[src/rtl/rx_label_pkg.sv]
package rx_label_pkg;

    typedef enum logic [2:0] {
        LS_IDLE  = 3'd0,
        LS_ARMED = 3'd1,
        LS_LOAD  = 3'd2,
        LS_DUMP  = 3'd3,
        LS_SPENT = 3'd4
    } lbl_state_t;

endpackage

[src/rtl/lbl_seq_ctrl.sv]
module lbl_seq_ctrl
    import rx_label_pkg::*;
#(
    parameter int NUM_ENTRIES = 16,
    localparam int IDX_W = (NUM_ENTRIES > 1) ? $clog2(NUM_ENTRIES) : 1
) (
    input  logic             clk,
    input  logic             rst_n,
    input  logic             mode,
    input  logic             wr_stb,
    input  logic             rd_stb,
    input  logic             byte_sel,
    output logic             wr_en,
    output logic             rd_en,
    output logic [IDX_W-1:0] idx,
    output logic             suspend
);

    localparam logic [IDX_W-1:0] LAST_IDX = IDX_W'(NUM_ENTRIES - 1);

    lbl_state_t      state, state_nxt;
    logic [IDX_W-1:0] cnt, cnt_nxt;
    logic            mode_q;
    logic            rise;
    logic            wr_ok, rd_ok;
    logic            step;
    logic            at_last;

    assign rise    = mode & ~mode_q;
    assign wr_ok   = mode & ~rise & byte_sel & wr_stb;
    assign rd_ok   = mode & ~rise & byte_sel & rd_stb;
    assign at_last = (cnt == LAST_IDX);

    // next state
    always_comb begin
        state_nxt = state;
        if (!mode) begin
            state_nxt = LS_IDLE;
        end else if (rise) begin
            state_nxt = LS_ARMED;
        end else begin
            unique case (state)
                LS_IDLE:  state_nxt = LS_IDLE;
                LS_ARMED: begin
                    if (wr_ok)      state_nxt = at_last ? LS_SPENT : LS_LOAD;
                    else if (rd_ok) state_nxt = at_last ? LS_SPENT : LS_DUMP;
                end
                LS_LOAD:  if (wr_ok && at_last) state_nxt = LS_SPENT;
                LS_DUMP:  if (rd_ok && at_last) state_nxt = LS_SPENT;
                LS_SPENT: state_nxt = LS_SPENT;
                default:  state_nxt = LS_IDLE;
            endcase
        end
    end

    // outputs
    always_comb begin
        wr_en   = 1'b0;
        rd_en   = 1'b0;
        suspend = 1'b0;
        unique case (state)
            LS_IDLE:  ;
            LS_ARMED: begin
                wr_en   = wr_ok;
                rd_en   = rd_ok & ~wr_ok;
                suspend = 1'b1;
            end
            LS_LOAD: begin
                wr_en   = wr_ok;
                suspend = 1'b1;
            end
            LS_DUMP:  rd_en = rd_ok;
            LS_SPENT: ;
            default:  ;
        endcase
        if (!mode) begin
            suspend = 1'b0;
        end
        idx  = cnt;
        step = wr_en | rd_en;
    end

    always_comb begin
        if (!mode || rise)  cnt_nxt = '0;
        else if (step)      cnt_nxt = at_last ? '0 : cnt + 1'b1;
        else                cnt_nxt = cnt;
    end

    // state register
    always_ff @(posedge clk or negedge rst_n) begin
        if (!rst_n) begin
            state  <= LS_IDLE;
            cnt    <= '0;
            mode_q <= 1'b0;
        end else begin
            state  <= state_nxt;
            cnt    <= cnt_nxt;
            mode_q <= mode;
        end
    end

    AST_RISE_ARMS: assert property (@(posedge clk) disable iff (!rst_n)
        (mode && !mode_q) |=> (state == LS_ARMED && cnt == '0));
    AST_LAST_STOPS: assert property (@(posedge clk) disable iff (!rst_n)
        (step && at_last) |=> (state == LS_SPENT && cnt == '0));
    AST_DROP_IDLE: assert property (@(posedge clk) disable iff (!rst_n)
        !mode |=> (state == LS_IDLE));
    AST_SEL_LOW_HOLD: assert property (@(posedge clk) disable iff (!rst_n)
        (mode && mode_q && !byte_sel) |=> $stable(cnt));

endmodule

[src/rtl/lbl_store.sv]
module lbl_store #(
    parameter int NUM_ENTRIES = 16,
    parameter int LABEL_W = 8,
    localparam int IDX_W = (NUM_ENTRIES > 1) ? $clog2(NUM_ENTRIES) : 1
) (
    input  logic                                clk,
    input  logic                                rst_n,
    input  logic                                wr_en,
    input  logic                                rd_en,
    input  logic [IDX_W-1:0]                    idx,
    input  logic [LABEL_W-1:0]                  wr_data,
    output logic [LABEL_W-1:0]                  rd_data,
    output logic [NUM_ENTRIES-1:0][LABEL_W-1:0] entries
);

    for (genvar g = 0; g < NUM_ENTRIES; g++) begin : g_entry
        always_ff @(posedge clk or negedge rst_n) begin
            if (!rst_n) begin
                entries[g] <= '0;
            end else if (wr_en && idx == IDX_W'(g)) begin
                entries[g] <= wr_data;
            end
        end
    end

    always_ff @(posedge clk or negedge rst_n) begin
        if (!rst_n) begin
            rd_data <= '0;
        end else if (rd_en) begin
            rd_data <= entries[idx];
        end
    end

    AST_WRITE_LANDS: assert property (@(posedge clk) disable iff (!rst_n)
        wr_en |=> (entries[$past(idx)] == $past(wr_data)));
    AST_DOUT_HOLD: assert property (@(posedge clk) disable iff (!rst_n)
        !rd_en |=> $stable(rd_data));

endmodule

[src/rtl/lbl_match.sv]
module lbl_match #(
    parameter int NUM_ENTRIES = 16,
    parameter int LABEL_W = 8
) (
    input  logic [NUM_ENTRIES-1:0][LABEL_W-1:0] entries,
    input  logic [LABEL_W-1:0]                  key,
    output logic                                hit
);

    logic [NUM_ENTRIES-1:0] eq;

    for (genvar g = 0; g < NUM_ENTRIES; g++) begin : g_cmp
        assign eq[g] = (entries[g] == key);
    end

    assign hit = |eq;

endmodule

[src/rtl/rx_label_screen.sv]
module rx_label_screen #(
    parameter int NUM_ENTRIES = 16,
    parameter int LABEL_W = 8,
    localparam int IDX_W = (NUM_ENTRIES > 1) ? $clog2(NUM_ENTRIES) : 1
) (
    input  logic               clk,
    input  logic               rst_n,
    input  logic               lbl_mode,
    input  logic               recog_en,
    input  logic               byte_sel,
    input  logic               host_wr,
    input  logic               host_rd,
    input  logic [LABEL_W-1:0] host_din,
    output logic [LABEL_W-1:0] host_dout,
    input  logic               rx_valid,
    input  logic [LABEL_W-1:0] rx_label,
    output logic               rx_accept,
    output logic               rx_discard,
    output logic               rx_suspended
);

    logic                                wr_en, rd_en, suspend, hit;
    logic [IDX_W-1:0]                    idx;
    logic [NUM_ENTRIES-1:0][LABEL_W-1:0] entries;

    lbl_seq_ctrl #(.NUM_ENTRIES(NUM_ENTRIES)) u_seq (
        .clk      (clk),
        .rst_n    (rst_n),
        .mode     (lbl_mode),
        .wr_stb   (host_wr),
        .rd_stb   (host_rd),
        .byte_sel (byte_sel),
        .wr_en    (wr_en),
        .rd_en    (rd_en),
        .idx      (idx),
        .suspend  (suspend)
    );

    lbl_store #(.NUM_ENTRIES(NUM_ENTRIES), .LABEL_W(LABEL_W)) u_store (
        .clk     (clk),
        .rst_n   (rst_n),
        .wr_en   (wr_en),
        .rd_en   (rd_en),
        .idx     (idx),
        .wr_data (host_din),
        .rd_data (host_dout),
        .entries (entries)
    );

    lbl_match #(.NUM_ENTRIES(NUM_ENTRIES), .LABEL_W(LABEL_W)) u_match (
        .entries (entries),
        .key     (rx_label),
        .hit     (hit)
    );

    assign rx_suspended = suspend;

    always_ff @(posedge clk or negedge rst_n) begin
        if (!rst_n) begin
            rx_accept  <= 1'b0;
            rx_discard <= 1'b0;
        end else if (rx_valid && !suspend) begin
            rx_accept  <= ~recog_en | hit;
            rx_discard <= recog_en & ~hit;
        end else begin
            rx_accept  <= 1'b0;
            rx_discard <= 1'b0;
        end
    end

    AST_ONE_VERDICT: assert property (@(posedge clk) disable iff (!rst_n)
        $onehot0({rx_accept, rx_discard}));
    AST_HELD_OFF: assert property (@(posedge clk) disable iff (!rst_n)
        (rx_valid && rx_suspended) |=> (!rx_accept && !rx_discard));
    AST_OPEN_GATE: assert property (@(posedge clk) disable iff (!rst_n)
        (rx_valid && !rx_suspended && !recog_en) |=> rx_accept);
    AST_NO_STRAY: assert property (@(posedge clk) disable iff (!rst_n)
        !rx_valid |=> (!rx_accept && !rx_discard));

endmodule

[config.mk]
export PLATFORM = sky130hd
export DESIGN_NAME = rx_label_screen
export DESIGN_NICKNAME = d
export VERILOG_FILES = /design/src/rtl/rx_label_pkg.sv /design/src/rtl/lbl_seq_ctrl.sv /design/src/rtl/lbl_store.sv /design/src/rtl/lbl_match.sv /design/src/rtl/rx_label_screen.sv
export SDC_FILE = /design/constraint.sdc
export NUM_CORES = 1
export LEC_CHECK = 0
export BUFFER_PORTS_ARGS = -buffer_cell sky130_fd_sc_hd__buf_2
export CAP_MARGIN = 20
export CORE_MARGIN = 2
export CORE_UTILIZATION = 30
export DETAILED_ROUTE_END_ITERATION = 8
export PLACE_DENSITY = 0.53
export SLEW_MARGIN = 20
export SYNTH_ARGS = -nofsm -noshare
export SYNTH_HDL_FRONTEND = slang
export SYNTH_HIERARCHICAL = 1
export SYNTH_SLANG_ARGS = --single-unit
[constraint.sdc]
create_clock -name clk -period 2.78 [get_ports clk]
set_input_delay 0.278 -clock clk [delete_from_list [all_inputs] [get_ports clk]]
set_output_delay 0.278 -clock clk [all_outputs]
set_load 0.1 [all_outputs]
### Word level (Yosys, flattened, before mapping)

Index checks and enable logic that the tools add are counted.

| operators by class | value |
|---|---|
| add/sub/neg operators | 1 |
| $lt $le $gt $ge | 1 |
| eq/ne operators | 38 |
| multiplexer cells | 20 |
| bitwise gates (word level) | 14 |
| reduce and logical (&&, ||, !) cells | 27 |

Operator list:

| kind | number |
|---|---|
| $eq A8 B8 Y1 | 16 |
| $bmux W8 S4 | 1 |
| $eq A4 B4 Y1 const B | 8 |
| $mux W3 | 8 |
| $logic_and A1 B1 Y1 | 19 |
| $eq A4 B3 Y1 const B | 4 |
| $reduce_or A16 Y1 | 1 |
| $mux W4 | 3 |
| $pmux W3 S4 | 1 |
| $eq A4 B2 Y1 const B | 2 |
| $mux W8 | 1 |
| $ne A4 B2 Y1 const B | 2 |
| $and A1 B1 Y1 | 7 |
| $eq A3 B2 Y1 const B | 2 |
| $lt A4 B5 Y1 const B | 1 |
| $mux W1 | 5 |
| $ne A5 B2 Y1 const B | 1 |
| $not A1 Y1 | 5 |
| $add A4 B1 Y4 const B | 1 |
| $eq A4 B1 Y1 const B | 1 |
| $logic_not A4 Y1 | 1 |
| $eq A3 B1 Y1 const B | 1 |
| $eq A3 B3 Y1 const B | 1 |
| $reduce_and A3 Y1 | 1 |
| other kinds (6) | 8 |

| storage, ports and cells | value |
|---|---|
| flip-flop bits (word level) | 146 |
| input port bits | 24 |
| logic and storage cells | 123 |

### Depth between registers and ports, before layout

| logic depth | value |
|---|---|
| word-level depth | 12 |
| gate-level depth with buffers | 10 |

### Modules after synthesis

The synthesis kept the hierarchy.

By module, submodules not included:

| module | instances | cells an instance | area an instance (um2) | seq. area each (um2) |
|---|---|---|---|---|
| lbl_store | 1 | 439 | 6,268.5 | 3,403.3 |
| lbl_match | 1 | 194 | 1,652.8 | 0.0 |
| lbl_seq_ctrl | 1 | 57 | 535.5 | 200.2 |
| rx_label_screen | 1 | 5 | 85.1 | 50.0 |

### Worst setup path after synthesis

No wires, ideal clock.

| timing path | value |
|---|---|
| path kind | register to register |
| start | register u_seq.state[0] |
| end | register rx_discard |
| setup time | 0.120 ns |
| data arrival time | 3.297 ns |
| data required time | 2.660 ns |
| slack | -0.637 ns |
| cell stages (with the launch flop) | 5 |
| path buffers | 1 |
| clock period less this slack | 3.417 ns |
| cell sequence | dfrtp_1 -> buf_6 -> xnor2_1 -> nor3b_1 -> and3b_1 |

| on the way | value |
|---|---|
| word-level cells in the longest chain between the ends | 7 |
| elaborated cells between the ends (all ways) | 8 |
| classes of those cells | eq/ne: 2; mux: 3; reduce/logical: 3 |

Ends and longest elaborated chain:

| element | line | source |
|---|---|---|
| start: declaration | lbl_seq_ctrl.sv:21 | `lbl_state_t state, state_nxt;` |
| start signal: assignment | lbl_seq_ctrl.sv:96 | `state <= state_nxt;` |
| $eq A3 B1 Y1 or $eq A3 B2 Y1 (tied branches) | lbl_seq_ctrl.sv:61 | `unique case (state)` |
| $reduce_or A2 Y1 (no line) * | -- |  |
| $mux W1 * | lbl_seq_ctrl.sv:61 |  |
| $mux W1 * | lbl_seq_ctrl.sv:76 | `if (!mode) begin` |
| net rx_suspended | rx_label_screen.sv:19 | `output logic rx_suspended` |
| $logic_not A1 Y1 * | rx_label_screen.sv:62 | `end else if (rx_valid && !suspend) begin` |
| $logic_and A1 B1 Y1 * | rx_label_screen.sv:62 |  |
| $mux W1 * | rx_label_screen.sv:62 |  |
| end signal: assignment | rx_label_screen.sv:64 | `rx_discard <= recog_en & ~hit;` |
| end: declaration | rx_label_screen.sv:18 | `output logic rx_discard,` |

The timed path passes the listed nets; every way through them passes the cells marked *.
A chain may end at the register's enable or synchronous reset.

### Worst setup path after layout

| timing path | value |
|---|---|
| start | input port lbl_mode |
| end | register u_store/entries[8] (netlist bit) |

| on the way | value |
|---|---|
| word-level cells in the longest chain between the ends | 7 |

Ends and longest elaborated chain:

| element | line | source |
|---|---|---|
| start: declaration | rx_label_screen.sv:8 | `input logic lbl_mode,` |
| $and A1 B1 Y1 | lbl_seq_ctrl.sv:29 | `assign rise = mode & ~mode_q;` |
| $not A1 Y1 | lbl_seq_ctrl.sv:30 | `assign wr_ok = mode & ~rise & byte_sel & wr_stb;` |
| $and A1 B1 Y1 * (3 in series) | lbl_seq_ctrl.sv:30 |  |
| $mux W1 * | lbl_seq_ctrl.sv:61 |  |
| net wr_en | rx_label_screen.sv:22 | `logic wr_en, rd_en, suspend, hit;` |
| $logic_and A1 B1 Y1 * | lbl_store.sv:20 | `end else if (wr_en && idx == IDX_W'(g)) begin` |
| end signal: indexed assignment | lbl_store.sv:21 | `entries[g] <= wr_data;` |
| end: declaration | lbl_store.sv:13 | `output logic [NUM_ENTRIES-1:0][LABEL_W-1:0] entries` |

Marks and branches as above.

==> out/qor.csv <==
stage,metric,value,unit
power,comb_power_share,0.134,
status,outcome,"complete, no violations",
synthesis,synth.avg_cell_area,12.29,um2
sta,fin_skew,0.01282,ns
placement,portBuffers,34,
sta,worstMarginPinSlew,0.7201,ns
power,p_leak,4.104,nW
critical_path,cp.buffers_inverters,3,
power,total_power,5.308,mW
clock_tree,worstSkewPairLatency,0.43,ns
placement,dp_hpwl,16.06,mm
synthesis,async_reset_ff_frac,1.000,
cells_and_area,multi_input_area,4487,um2
floorplan,fp.dieArea,29840,um2
sta,min_period,2.477,ns
synthesis,synth-edff-count,0,
clock_tree,clk_pin_slew,0.06,ns
critical_path,slowest_stage,dlygate4sd3_1,
route,first_pass_iters,5,
cells_and_area,n_antenna_cell,0,
cells_and_area,seq_area,3656,um2
grt,grt_pass1_vias,5802,
synthesis,synth_xor_area_frac,0.1323,
clock_tree,clock_sinks,146,
clock_tree,h-tree-depth,4,
sta,relSlewSlack,0.5199,
critical_path,worstPathArrival,2.79,ns
synthesis,yosys-top-cells-area,"dfrtp_1 (43%), mux2_2 (17%), xnor2_1 (7.5%)",
placement,place_congestion,0.8119,
sta,slew_viol_final,0,
sta,period_share,0.8912,
grt,grt_max_degree,72,
synthesis,synth_area,8542,um2
grt,grt_pass1_wl,36.29,mm
synthesis,ys_seq_elements,146,
synthesis,synthAdderAreaFrac,0.001465,
synthesis,synth-simple-area-share,0.09184,
route,vias,5571,
route,met3_length,688,um
synthesis,synth_cells,695,
cells_and_area,drive_gt1_frac,0.3463,
critical_path,path_cells,dlygate4sd3_1 -> buf_2 -> and3_2 -> nand2_1 -> nor3_1 -> buf_4 -> nor3b_2 -> nand2_1 -> mux2_2,
critical_path,endpoint_kind,flop,
sta,fmax,403.6,MHz
cells_and_area,finalNonFillerCells,1126,
power,seqPwrFrac,0.421,
route,wl,23.37,mm
min_path,hold_class,in -> reg,
placement,place_inst,1092,
power,switchingPower,1.504,mW
synthesis,synth_top_area_cell,dfrtp_1,
cells_and_area,syn_to_final_growth,13.34,%
synthesis,synth_top_area_share,0.4277,
critical_path,path_class,in -> reg,
floorplan,ioPinCount,35,
grt,overflow,0,
sta,hold_viol,0,
sta,rsz0062_at_grt,false,
sta,holdWs,0.1066,ns
route,top_signal_layer_used,met5,
floorplan,core.rowCount,61,
critical_path,crit_fanout,8,
synthesis,synth_compound_area_frac,0.05068,
critical_path,start_kind,input pin,
floorplan,initial_core_util,0.3058,
power,intPower,3.804,mW
cells_and_area,finalNetCount,760,
route,drcViolationCount,0,
route,wl_met1,11.57,mm
synthesis,synth_nets,720,
floorplan,die_h,172.7,um
route,wl_per_cell,20.76,um
clock_tree,cts-root-buf,clkbuf_16,
synthesis,synthMuxAreaShare,0.2484,
grt,antenna_found_initial,1,
critical_path,critPathMaxStageDelay,0.52,ns
route,viasPerCell,4.948,
cells_and_area,fillers,2817,
floorplan,fp.dieW,172.7,um
route,postRouteAntennaNets,0,
critical_path,cp_top_family,simple AND/OR/NAND/NOR gates,
run,drv_cap,0,
critical_path,cp.required,3.10,ns
synthesis,synth_flop_cell,dfrtp_1,
power,power_per_cell_area,548.2,nW/um2
power,clkPwrFrac,0.445,
clock_tree,ctsResizeCount,0,
critical_path,cp_common_cell,nand2_1,
sta,setup-violations-final,0,
clock_tree,clock_path_buffers,2,
clock_tree,cts_buffers,17,
power,vdd_ir_drop_max,0.4138,mV
synthesis,yosysSeqAreaShare,0.4277,
route,drt_iter0_markers,374,
synthesis,synth_top_family_by_area,multiplexers,
power,netSwitchingFraction,0.2833,
synthesis,synthDistinctLibCells,61,
route,route.met2.wl,10.63,mm
clock_tree,cts_tree,yes,
floorplan,core_area,27930,um2
grt,grt_util_all_layers,0.1604,
sta,tns,0,ns
synthesis,ys.warnings.count,6,
-- cells in the final DEF (no fill, tap or decap), types with 3 or more instances in the layout --
master and instances:
inv_1 4, xnor2_1 73, mux2_2 127, nand3_1 8, mux4_2 8, buf_4 25
nand3b_1 4, buf_12 3, nor3_4 3, nor2_2 7, xor2_1 56, o21ai_0 8
nor4_1 15, clkbuf_8 4, mux2i_1 50, a2bb2oi_1 4, a31oi_1 8, o32ai_1 4
dfrtp_1 144, o22ai_1 14, o21ai_1 3, buf_2 33, a221oi_1 4, nor2_1 23
clkbuf_16 17, nand4_1 20, clkinvlp_4 3, a21oi_1 5, a2111oi_2 3, nand2_1 18
nor3b_2 3
-- registers in the layout (all words and copies together), names as in the netlist --
| name | count |
|---|---|
| u_seq/mode_q | 1 |
| rx_accept | 1 |
| u_seq/idx | 4 |
| u_store/entries | 128 |
| u_seq/state | 3 |
| rx_discard | 1 |
| u_store/rd_data | 8 |
-- routing by layer --
layer,global-route usage,vias up
met1,0.2278,2869
met4,0.05332,2
met2,0.2470,88
met5,0,-
met3,0.02836,24
li1,-,2588
-- per-stage QoR --
| stage | util | area, um2 | worst slack [ns] |
|---|---|---|---|
| 2_1_floorplan | - | 8547 | 0.4672 |
| 3_3_place_gp | 0.3242 | 9055 | 0.4378 |
| 3_5_place_dp | 0.3242 | 9055 | 0.4398 |
| 4_1_cts | 0.3466 | 9682 | 0.3474 |
| 5_1_grt | 0.3466 | 9682 | 0.2009 |
| 6_report | 0.3466 | 9682 | 0.3025 |
-- worst register-to-register path, stage by stage, from the launching register on --
cell	delay, ns
dfrtp_1	0.37
and3_2	0.24
nand2_1	0.12
nor3_1	0.21
buf_4	0.18
nor3b_2	0.33
nand2_1	0.38
mux2_2	0.40
-- repair_timing --
action	CTS	global route
hold buffers	2	0
setup buffers	0	0
endpoints found under the hold margin	69	0
-- power groups by stage --
stage / Clock [mW] / Sequential [mW] / Combinational (mW)
finish: 2.36 / 2.23 / 0.711
global route: 2.50 / 2.24 / 0.754
CTS: 2.41 / 2.24 / 0.713
detailed placement: 0 / 2.27 / 0.709
global placement: 0 / 2.27 / 0.709
floorplan: 0 / 2.48 / 0.305
-- worst paths after layout --
check | from | end | slack (ns) | cells past startpoint
worst max-delay path | lbl_mode | u_store/entries[8] | 0.30 | 9
worst min-delay path | rx_valid | rx_discard | 0.11 | 2
worst max register to register | u_seq/mode_q | u_store/entries[8] | 0.44 | 7
worst min register to register | u_store/rd_data[7] | u_store/rd_data[7] | 0.53 | 2
max in group asynchronous | rst_n | u_store/entries[109] | 1.49 | 3
min in group asynchronous | rst_n | u_store/entries[90] | 0.47 | 2
-- cell type report --
cell class	count	share of cell area
Clock buffer	22	0.05001
Clock inverter	10	0.01266
Inverter	4	0.001551
Multi-Input combinational cell	502	0.4634
Sequential cell	146	0.3776
Tap cell	378	0.04885
Timing Repair Buffer	64	0.04588
-- synth_stat cells (5+ instances only) --
cell type	instances
o22ai_1	14
dfrtp_1	146
buf_12	6
a21oi_1	5
xnor2_1	73
nand4_1	20
nor4_1	15
nand2_1	18
buf_6	12
xor2_1	56
mux4_2	8
buf_2	7
a31oi_1	8
mux2i_1	50
nand3_1	8
nor2_1	23
mux2_2	127
o21ai_0	8
nor2_2	7
clkbuf_1	12
-- cell families (layout without fill, tap and decap cells) --
logic type / Yosys count / after routing
muxes: 186 / 186
and+or+nand+nor: 126 / 126
AOI/OAI and AO/OA: 60 / 60
xor gates and xnor gates: 129 / 129
adders and majority gates: 1 / 1
DFF: 146 / 146
buffers and inverters: 47 / 100
Power figures use the tool's default switching activity.
